### config.mk
export PLATFORM = sky130hd
export DESIGN_NAME = hvec_conv
export DESIGN_NICKNAME = d
export VERILOG_FILES = /design/src/rtl/hvec_conv_pkg.sv /design/src/rtl/hvec_narrow.sv /design/src/rtl/hvec_widen.sv /design/src/rtl/hvec_conv.sv
export SDC_FILE = /design/constraint.sdc
export NUM_CORES = 1
export LEC_CHECK = 0
export BUFFER_PORTS_ARGS = -buffer_cell sky130_fd_sc_hd__buf_2
export CAP_MARGIN = 40
export CORE_MARGIN = 2
export CORE_UTILIZATION = 40
export DETAILED_ROUTE_END_ITERATION = 16
export GPL_ROUTABILITY_DRIVEN = 1
export GPL_TIMING_DRIVEN = 1
export PLACE_DENSITY = 0.7
export SLEW_MARGIN = 20
export SYNTH_ARGS = -nofsm -noshare
export SYNTH_HDL_FRONTEND = slang
export SYNTH_HIERARCHICAL = 1
export SYNTH_SLANG_ARGS = --single-unit
### constraint.sdc
create_clock -name clk -period 8.6 [get_ports clk]
set_input_delay 0.86 -clock clk [delete_from_list [all_inputs] [get_ports clk]]
set_output_delay 0.86 -clock clk [all_outputs]
set_load 0.02 [all_outputs]
### src/rtl/hvec_conv_pkg.sv
package hvec_conv_pkg;
    localparam int SP_W     = 32;
    localparam int SP_EXP_W = 8;
    localparam int SP_MAN_W = 23;
    localparam int HP_W     = 16;
    localparam int HP_EXP_W = 5;
    localparam int HP_MAN_W = 10;
    localparam int LANES    = 4;
    localparam int VEC_W    = SP_W * LANES;

    localparam int SP_BIAS  = (1 << (SP_EXP_W - 1)) - 1;
    localparam int HP_BIAS  = (1 << (HP_EXP_W - 1)) - 1;
    localparam int BIAS_GAP = SP_BIAS - HP_BIAS;
    // biased single exponent thresholds for narrowing
    localparam int OVF_EXP  = SP_BIAS + HP_BIAS + 1;
    localparam int ZERO_EXP = SP_BIAS - HP_BIAS - HP_MAN_W + 1;
    localparam int SUB_EXP  = SP_BIAS - HP_BIAS;
    localparam int MAN_DROP = SP_MAN_W - HP_MAN_W;

    localparam logic [SP_W-1:0] SP_ONE = SP_W'(SP_BIAS) << SP_MAN_W;

    typedef struct packed {
        logic             vld;
        logic [VEC_W-1:0] data;
    } conv_reg_t;
endpackage

### src/rtl/hvec_narrow.sv
module hvec_narrow
    import hvec_conv_pkg::*;
(
    input  logic [SP_W-1:0] sp_i,
    output logic [HP_W-1:0] hp_o
);
    logic                sgn;
    logic [SP_EXP_W-1:0] ex;
    logic [SP_MAN_W-1:0] mn;
    logic [SP_MAN_W:0]   sig;
    logic [4:0]          sh;
    logic [HP_MAN_W-1:0] sub_man;

    always_comb begin
        sgn     = sp_i[SP_W-1];
        ex      = sp_i[SP_W-2 -: SP_EXP_W];
        mn      = sp_i[SP_MAN_W-1:0];
        sig     = {1'b1, mn};
        sh      = 5'(SP_EXP_W'(SP_BIAS - 1) - ex);
        sub_man = HP_MAN_W'(sig >> sh);
        if (ex == '1) begin
            hp_o = {sgn, {HP_EXP_W{1'b1}}, (mn != '0) ? HP_MAN_W'(1 << (HP_MAN_W - 1)) : HP_MAN_W'(0)};
        end else if (ex >= SP_EXP_W'(OVF_EXP)) begin
            hp_o = {sgn, {HP_EXP_W{1'b1}}, HP_MAN_W'(0)};
        end else if (ex < SP_EXP_W'(ZERO_EXP)) begin
            hp_o = {sgn, (HP_W-1)'(0)};
        end else if (ex <= SP_EXP_W'(SUB_EXP)) begin
            hp_o = {sgn, HP_EXP_W'(0), sub_man};
        end else begin
            hp_o = {sgn, HP_EXP_W'(ex - SP_EXP_W'(BIAS_GAP)), mn[SP_MAN_W-1 -: HP_MAN_W]};
        end
    end
endmodule

### src/rtl/hvec_widen.sv
module hvec_widen
    import hvec_conv_pkg::*;
(
    input  logic [HP_W-1:0] hp_i,
    output logic [SP_W-1:0] sp_o
);
    logic                sgn;
    logic [HP_EXP_W-1:0] ex;
    logic [HP_MAN_W-1:0] mn;
    logic [3:0]          k;
    logic [HP_MAN_W-1:0] norm_man;
    logic [SP_EXP_W-1:0] sub_exp;

    always_comb begin
        sgn = hp_i[HP_W-1];
        ex  = hp_i[HP_W-2 -: HP_EXP_W];
        mn  = hp_i[HP_MAN_W-1:0];
        k   = '0;
        for (int b = 0; b < HP_MAN_W; b++) begin
            if (mn[b]) k = 4'(HP_MAN_W - b);
        end
        norm_man = mn << k;
        sub_exp  = SP_EXP_W'(BIAS_GAP + 1) - SP_EXP_W'(k);
        if (ex == '1) begin
            sp_o = {sgn, {SP_EXP_W{1'b1}}, (mn != '0) ? SP_MAN_W'(1 << (SP_MAN_W - 1)) : SP_MAN_W'(0)};
        end else if (ex == '0 && mn == '0) begin
            sp_o = {sgn, (SP_W-1)'(0)};
        end else if (ex == '0) begin
            sp_o = {sgn, sub_exp, norm_man, MAN_DROP'(0)};
        end else begin
            sp_o = {sgn, SP_EXP_W'(ex) + SP_EXP_W'(BIAS_GAP), mn, MAN_DROP'(0)};
        end
    end
endmodule

### src/rtl/hvec_conv.sv
module hvec_conv
    import hvec_conv_pkg::*;
(
    input  logic             clk,
    input  logic             rst_n,
    input  logic             in_valid,
    input  logic             dir_unpack,
    input  logic             quad_sel,
    input  logic [VEC_W-1:0] vec_in,
    output logic             out_valid,
    output logic [VEC_W-1:0] vec_out
);
    logic [HP_W-1:0] nar [LANES];
    logic [SP_W-1:0] wid [LANES];
    logic [VEC_W-1:0] res;
    conv_reg_t r_d, r_q;

    for (genvar i = 0; i < LANES; i++) begin : g_lane
        // narrowing source: word i, word 0 most significant
        hvec_narrow u_nar (
            .sp_i (vec_in[VEC_W-1-SP_W*i -: SP_W]),
            .hp_o (nar[i])
        );
        // widening source: half field i of the low 64 bits
        hvec_widen u_wid (
            .hp_i (vec_in[HP_W*LANES-1-HP_W*i -: HP_W]),
            .sp_o (wid[i])
        );
    end

    always_comb begin
        case ({dir_unpack, quad_sel})
            2'b00:   res = {(VEC_W-2*HP_W)'(0), nar[0], nar[1]};
            2'b01:   res = {(VEC_W-4*HP_W)'(0), nar[0], nar[1], nar[2], nar[3]};
            2'b10:   res = {wid[2], wid[3], SP_W'(0), SP_ONE};
            default: res = {wid[0], wid[1], wid[2], wid[3]};
        endcase
        r_d     = r_q;
        r_d.vld = in_valid;
        if (in_valid) r_d.data = res;
    end

    always_ff @(posedge clk) begin
        if (!rst_n) r_q <= '0;
        else        r_q <= r_d;
    end

    assign out_valid = r_q.vld;
    assign vec_out   = r_q.data;
endmodule

* After elaboration in Yosys (flattened, before gate mapping)
Cells that the tools add are included.
Widths: inputs -> output; s select.
** Word-level totals
- Register bits after elaboration :: 129
- Input bits :: 133
** Operators by class
- Reduce and logical (&&, ||, !) cells :: 21
- Multiplexer cells :: 77
- Order comparisons :: 12
- Equal/unequal tests :: 10
- Shifts and indexed selects :: 8
- $add $sub $neg :: 16
** Operators with widths (count)
- $pmux 128 s3 :: 1
- $mux 31 :: 12
- $mux 15 :: 16
- $mux 4 :: 40
- $shr 24x5->10 :: 4
- $mux 23 :: 4
- $reduce_bool 23->1 :: 4
- $logic_not 10->1 :: 4
- $mux 10 :: 4
- $reduce_bool 10->1 :: 4
- $shl 10x4->10 :: 4
- $add 5x7->8 const B :: 4
- $eq 8x8->1 const B :: 4
- $ge 8x8->1 const B :: 4
- $le 8x7->1 const B :: 4
- $lt 8x7->1 const B :: 4
- $sub 7x4->8 const A :: 4
- $eq 5x5->1 const B :: 4
- $logic_not 5->1 :: 4
- $sub 5x5->5 const A :: 4
- $sub 5x5->5 const B :: 4
- $logic_and 1x1->1 :: 4
- $eq 2x1->1 const B :: 1
- $eq 2x2->1 const B :: 1
- $logic_not 2->1 :: 1

* Longest topological paths before layout
Gate-level depths: netlist of run 1.
- Depth in word-level cells :: 15
- Gate-level depth with buffers :: 15

* Hierarchy
The synthesis of run 1 kept the hierarchy.
** By module, submodules not included
- hvec_conv :: instances 1, area an instance 6611.3 um^2, cells each 764
- hvec_narrow :: instances 4, area an instance 1342.5 um^2, cells each 170
- hvec_widen :: instances 4, area an instance 899.6 um^2, cells each 137

* Worst setup path after synthesis of run 1
OpenSTA, ideal clock, no wires.
- Kind :: in2reg
- From :: input vec_in[55]
- To :: register r_q (netlist bit vec_out[24])
- Data arrival time :: 3284 ps
- Path buffers :: 4
- Stages :: 14
- Slack :: 5192 ps
- Cell sequence :: buf_2 inv_2 buf_2 ha_1 buf_4 buf_4 mux2i_1 mux2i_1 mux4_2 nand4_1 nand2_1 mux2_1 o21ai_1 a211oi_1
** RTL lines
- from (decl) :: line hvec_conv.sv:9 : input logic [VEC_W-1:0] vec_in,
- to (signal assigned) :: line hvec_conv.sv:45 : else r_q <= r_d;
- to (decl) :: line hvec_conv.sv:16 : conv_reg_t r_d, r_q;

==> results.py, run 1 <==
metrics = {
    "sta": {
        "tns_ns": 0,
        "rsz0062_at_grt": "false",
        "timing.final.crit_share": 0.464,
        "max_freq_mhz": 250,
        "fin_crit_ns": 3.99,
        "setup_viol": 0,
        "worst_slew_pin_slew_ns": 0.874,
        "fin_ws_ns": 4.61,
        "timing.hold.ws_ns": 0.493,
        "skew_ns": 0,
        "slew_viol_final": 0,
        "hold_violations": 0,
        "slew-limit-headroom": 0.415,
    },
    "drt": {
        "antenna_left": 0,
        "wirelength_microns": 57800,
        "vias_per_cell": 5.90,
        "vias": 15700,
        "drtPass1Iterations": 6,
        "first_iter_violations": 1337,
        "wl_per_cell_microns": 21.7,
        "drc_errors": 0,
    },
    "clocking": {
        "cts_buffers": 17,
        "hold_buffers": 0,
        "cts_buffer_depth": 2,
        "cts_tree": "yes",
        "post_cts_buffers": 0,
        "clk_pin_slew_ns": 0.07,
        "htreeDepth": 4,
        "insertion_delay_ns": 0.44,
        "cts-resized-gates": 0,
        "root_buffer": "clkbuf_16",
        "cts_sinks": 129,
    },
    "yosys": {
        "yosys-top-cells-count": "323 x mux2i_1, 147 x inv_1, 142 x nor2_1",
        "synth_top_area_frac": 0.208,
        "syn_area_sq_mm": 0.0156,
        "ys_ff_latch": 129,
        "ys_types": 72,
        "synth_edf_count": 0,
        "avgSynthCellArea_sq_um": 7.82,
        "yosysMostFrequentCell": "mux2i_1",
        "ys_seq_area_frac": 0.166,
        "synth_ff_type": "dfxtp_1",
        "synth_area_leader_cell": "mux2i_1",
        "async_flop_share": 0,
        "yosysWarnings": 6,
        "synthTopCellsByArea": "mux2i_1 21%, dfxtp_1 17%, o22ai_1 4.8%",
        "syn_inst": 1992,
    },
    "power_and_ir_drop": {
        "p_per_area_mw_per_mm2": 132,
        "cellLeakagePower_uw": 0.00760,
        "ir_drop_uv": 128,
    },
    "critical_path": {
        "arrival_ns": 4.28,
        "cp_max_fo": 23,
        "crit_required_ns": 8.89,
        "r2r_cells": 3,
        "cp-end-kind": "flop",
        "crit_type": "input pin to flop",
        "start_kind": "input pin",
    },
    "place": {
        "dp_slack_ns": 4.21,
        "gp_congestion": 1.00,
        "portBuffers": 261,
        "dp_hpwl_microns": 44100,
    },
    "floorplanning": {
        "start_util": 0.404,
        "dieArea_sq_mm": 0.0405,
        "die_h_microns": 201,
        "ios": 262,
        "die_w_microns": 201,
        "rows": 72,
        "core_sq_mm": 0.0386,
    },
    "run": {
        "drv_cap": 0,
    },
    "global_routing": {
        "grt_max_degree": 74,
        "gr-total-overflow": 0,
        "antenna_found_initial": 3,
        "grtUsageTotal": 0.276,
        "grt_pass1_wl_microns": 88500,
        "grt_pass1_vias": 14900,
    },
    "finish": {
        "finalCoreUtilization": 0.446,
        "ff_latch_area_sq_mm": 0.00258,
        "fin_nets": 2282,
        "drive_gt1_frac": 0.206,
        "fillers": 3987,
        "multi_input_area_sq_mm": 0.0112,
        "area_growth_pct": 10.3,
    },
    "hold_path": {
        "hold_path.class": "flop to flop",
        "hold_depth": 2,
    },
    "run_status": {
        "status": "complete, no violations",
    },
}
-- through the flow --
step	total power (uW)	std cells	area, sq um
finish	2260	2666	17200
CTS	2250	2662	17200
global placement	1470	2623	16400
detailed placement	1490	2630	16600
global route	2360	2666	17200
floorplan	1270	2040	15800
-- area by class of cell --
cell class / count / area share
Multi-Input combinational cell: 1545 / 0.653
Clock inverter: 14 / 0.00990
Inverter: 159 / 0.0353
Sequential cell: 129 / 0.150
Antenna cell: 2 / 0.000291
Timing Repair Buffer: 281 / 0.0883
Clock buffer: 18 / 0.0256
Tap cell: 518 / 0.0377
-- per-layer routing --
metal | vias to the layer above | GRT usage | wire length (microns)
met4 | 2 | 0.114 | 2350
met1 | 7493 | 0.364 | 24600
met3 | 126 | 0.0502 | 4870
li1 | 7378 | - | -
met5 | - | 0 | 19
met2 | 735 | 0.441 | 25900
-- placed cells by master (no fill, tap or decap), drive strengths merged, types with 11 or more instances in the layout --
cell type | Yosys | routed
a211oi | 11 | 11
a21o | 16 | 16
a21oi | 100 | 100
a221oi | 24 | 24
a22oi | 12 | 12
a31oi | 18 | 18
and2 | 105 | 105
buf | 167 | 280
clkbuf | 40 | 19
conb | 4 | 52
dfxtp | 129 | 129
ha | 16 | 16
inv | 159 | 165
mux2 | 29 | 29
mux2i | 323 | 323
mux4 | 24 | 24
nand2 | 97 | 97
nand2b | 28 | 28
nand3 | 52 | 52
nand4 | 12 | 12
nor2 | 142 | 142
nor2b | 24 | 24
nor3 | 28 | 28
nor4 | 28 | 28
o211ai | 20 | 20
o21a | 27 | 27
o21ai | 97 | 97
o22ai | 119 | 119
or2 | 17 | 17
-- logic make-up after synthesis --
family | after synthesis | synth area share
and+or+nand+nor | 577 | 0.199
AOI/OAI and AO/OA | 508 | 0.217
muxes | 376 | 0.263
buffers and inverters | 366 | 0.126
DFF | 129 | 0.166
adders and majority gates | 16 | 0.0128
xor gates and xnor gates | 16 | 0.0157
other | 4 | 0.000963
-- worst max-delay path: stages --
cell and delay [ns]:
buf_2 0.44, inv_2 0.33, ha_1 0.81, buf_16 0.23, mux2i_1 0.24, mux2_2 0.21, inv_1 0.04, mux4_2 0.47
nand4_1 0.10, nand2_1 0.05, mux2_1 0.28, o21ai_1 0.13, a211oi_1 0.06
-- where the power goes --
part           total, uW  leakage, uW  internal, uW  switching (uW)
logic                852      0.00625           330             523
clock network        765     0.000293           444             321
registers            644      0.00105           625            19.2
-- worst paths after layout --
| path | end | slack [ns] | from |
|---|---|---|---|
| hold / removal | vec_out[28] | 0.49 | vec_out[28] |
| setup reg to reg | vec_out[22] | 7.78 | vec_out[22] |
| hold reg to reg | vec_out[28] | 0.49 | vec_out[28] |
| setup / recovery | vec_out[24] | 4.61 | vec_in[55] |
-- state kept, by name, indices dropped and copies added, names as in the netlist --
| name | flops |
|---|---|
| vec_out | 128 |
| out_valid | 1 |
No activity file was read; power rests on OpenSTA's default activity.
==> run 2: changes to the inputs <==
--- a/config.mk
+++ b/config.mk
@@ -12,7 +12,7 @@
 export DETAILED_ROUTE_END_ITERATION = 16
 export GPL_ROUTABILITY_DRIVEN = 1
 export GPL_TIMING_DRIVEN = 1
-export PLACE_DENSITY = 0.7
+export PLACE_DENSITY = 0.72
 export SLEW_MARGIN = 20
 export SYNTH_ARGS = -nofsm -noshare
 export SYNTH_HDL_FRONTEND = slang
==> constraint.sdc (replaced) <==
create_clock -name clk -period 3.4 [get_ports clk]
set_input_delay 0.34 -clock clk [delete_from_list [all_inputs] [get_ports clk]]
set_output_delay 0.34 -clock clk [all_outputs]
set_load 0.02 [all_outputs]
==> run 2 against run 1 <==
Design area is 1.4% higher. Highest routed layer is now met4. Die area stayed put. Non-clock buffer count is 31 higher. Sequential share of layout area is 0.21 points lower. Setup slack worse by 3.9 ns. First-iteration DRC count is 6.0% higher. Critical path depth stayed put. Wire length is 0.38% higher.
==> results.py, run 2 (synthesized netlist as in run 1, its figures left out) <==
metrics = {
    "hold_path": {
        "hold_path.class": "input pin to flop",
    },
    "clocking": {
        "clk_pin_slew_ns": 0.06,
        "cts_buffer_depth": 2,
        "cts_buffers": 17,
        "root_buffer": "clkbuf_16",
        "hold_buffers": 0,
        "insertion_delay_ns": 0.43,
        "cts_sinks": 129,
        "htreeDepth": 4,
        "cts_tree": "yes",
        "post_cts_buffers": 0,
        "cts-resized-gates": 0,
    },
    "drt": {
        "wl_per_cell_microns": 21.5,
        "drc_errors": 0,
        "antenna_left": 0,
        "drtPass1Iterations": 7,
        "vias": 15900,
        "first_iter_violations": 1417,
        "wirelength_microns": 58000,
        "vias_per_cell": 5.90,
    },
    "critical_path": {
        "arrival_ns": 2.99,
        "crit_type": "input pin to flop",
        "start_kind": "input pin",
        "cp-end-kind": "flop",
        "cp_max_fo": 26,
        "crit_required_ns": 3.73,
    },
    "floorplanning": {
        "ios": 262,
        "die_w_microns": 201,
        "die_h_microns": 201,
        "core_sq_mm": 0.0386,
        "rows": 72,
        "start_util": 0.404,
        "dieArea_sq_mm": 0.0405,
    },
    "sta": {
        "setup_viol": 0,
        "worst_slew_pin_slew_ns": 0.858,
        "skew_ns": 0,
        "hold_violations": 0,
        "fin_crit_ns": 2.66,
        "max_freq_mhz": 375,
        "fin_ws_ns": 0.735,
        "slew-limit-headroom": 0.426,
        "tns_ns": 0,
        "slew_viol_final": 0,
        "timing.final.crit_share": 0.784,
        "rsz0062_at_grt": "false",
    },
    "power_and_ir_drop": {
        "ir_drop_uv": 279,
        "p_per_area_mw_per_mm2": 324,
        "cellLeakagePower_uw": 0.00775,
    },
    "finish": {
        "largest_reg_flops": 128,
        "finalCoreUtilization": 0.452,
        "final_cells": 2702,
        "drive_gt1_frac": 0.217,
        "final_cell_mix": "323 x mux2i_1, 258 x buf_2, 147 x inv_1",
        "fillers": 3959,
        "layout_commonest_cell": "mux2i_1",
        "area_growth_pct": 11.9,
        "fin_nets": 2313,
    },
    "place": {
        "gp_congestion": 1.00,
        "dp_slack_ns": 0.381,
        "dp.cells": 2660,
        "dp_hpwl_microns": 44700,
        "portBuffers": 261,
    },
    "global_routing": {
        "grt_pass1_wl_microns": 88900,
        "grtUsageTotal": 0.276,
        "gr-total-overflow": 0,
        "grt_max_degree": 162,
        "antenna_found_initial": 4,
        "grt_pass1_vias": 15200,
    },
    "run": {
        "drv_cap": 0,
    },
    "run_status": {
        "status": "complete, no violations",
    },
}
[run 2: worst max-delay path, cell delays in order]
cell and delay [ns]:
buf_2 0.32, inv_1 0.10, ha_1 0.34, buf_12 0.20
mux2i_1 0.26, mux2_2 0.19, mux2_2 0.17, mux2i_1 0.08
a221oi_1 0.37, nor2_1 0.08, mux2i_1 0.17, nor2_1 0.14
o21a_1 0.21
[run 2: per-layer routing]
metal  global-route usage  up-vias  share of wire
met2                0.433      746           0.44
met1                0.367     7620           0.42
met3               0.0570      116          0.091
li1                     -     7453              -
met4                0.118        0          0.041
met5                    0        -              0
[run 2: path summary, 6_finish.rpt]
kind	from	end	slack, ns	cells after the start
worst max-delay path	vec_in[56]	vec_out[20]	0.74	13
worst min-delay path	vec_in[127]	vec_out[31]	0.30	4
worst max register to register	vec_out[20]	vec_out[20]	2.48	3
worst min register to register	vec_out[29]	vec_out[29]	0.49	2
[run 2: metrics by stage]
stage / total power [uW] / hold WS, ns / instance area, sq um
after detailed placement: 3790 / 0.484 / 16800
after global placement: 3770 / 0.474 / 16800
after global routing: 5920 / 0.335 / 17400
final: 5650 / 0.297 / 17400
after floorplan: 3200 / 0.555 / 15800
after CTS: 5630 / 0.284 / 17400
[run 2: final cells by class]
cell class                 count  area [sq um]  share of cell area
tap                          518           648              0.0372
timing repair buffer         312          1790               0.103
sequential                   129          2580               0.148
clock buffer                  19           443              0.0254
inverter                     159           607              0.0348
multi-input combinational   1545         11200               0.643
antenna                        7          17.5             0.00101
clock inverter                13           128             0.00732
[run 2: where the power goes]
part           internal (uW)  switching (uW)
combinational            866            1330
sequential              1580            47.0
clock                   1040             796
total                   3480            2170
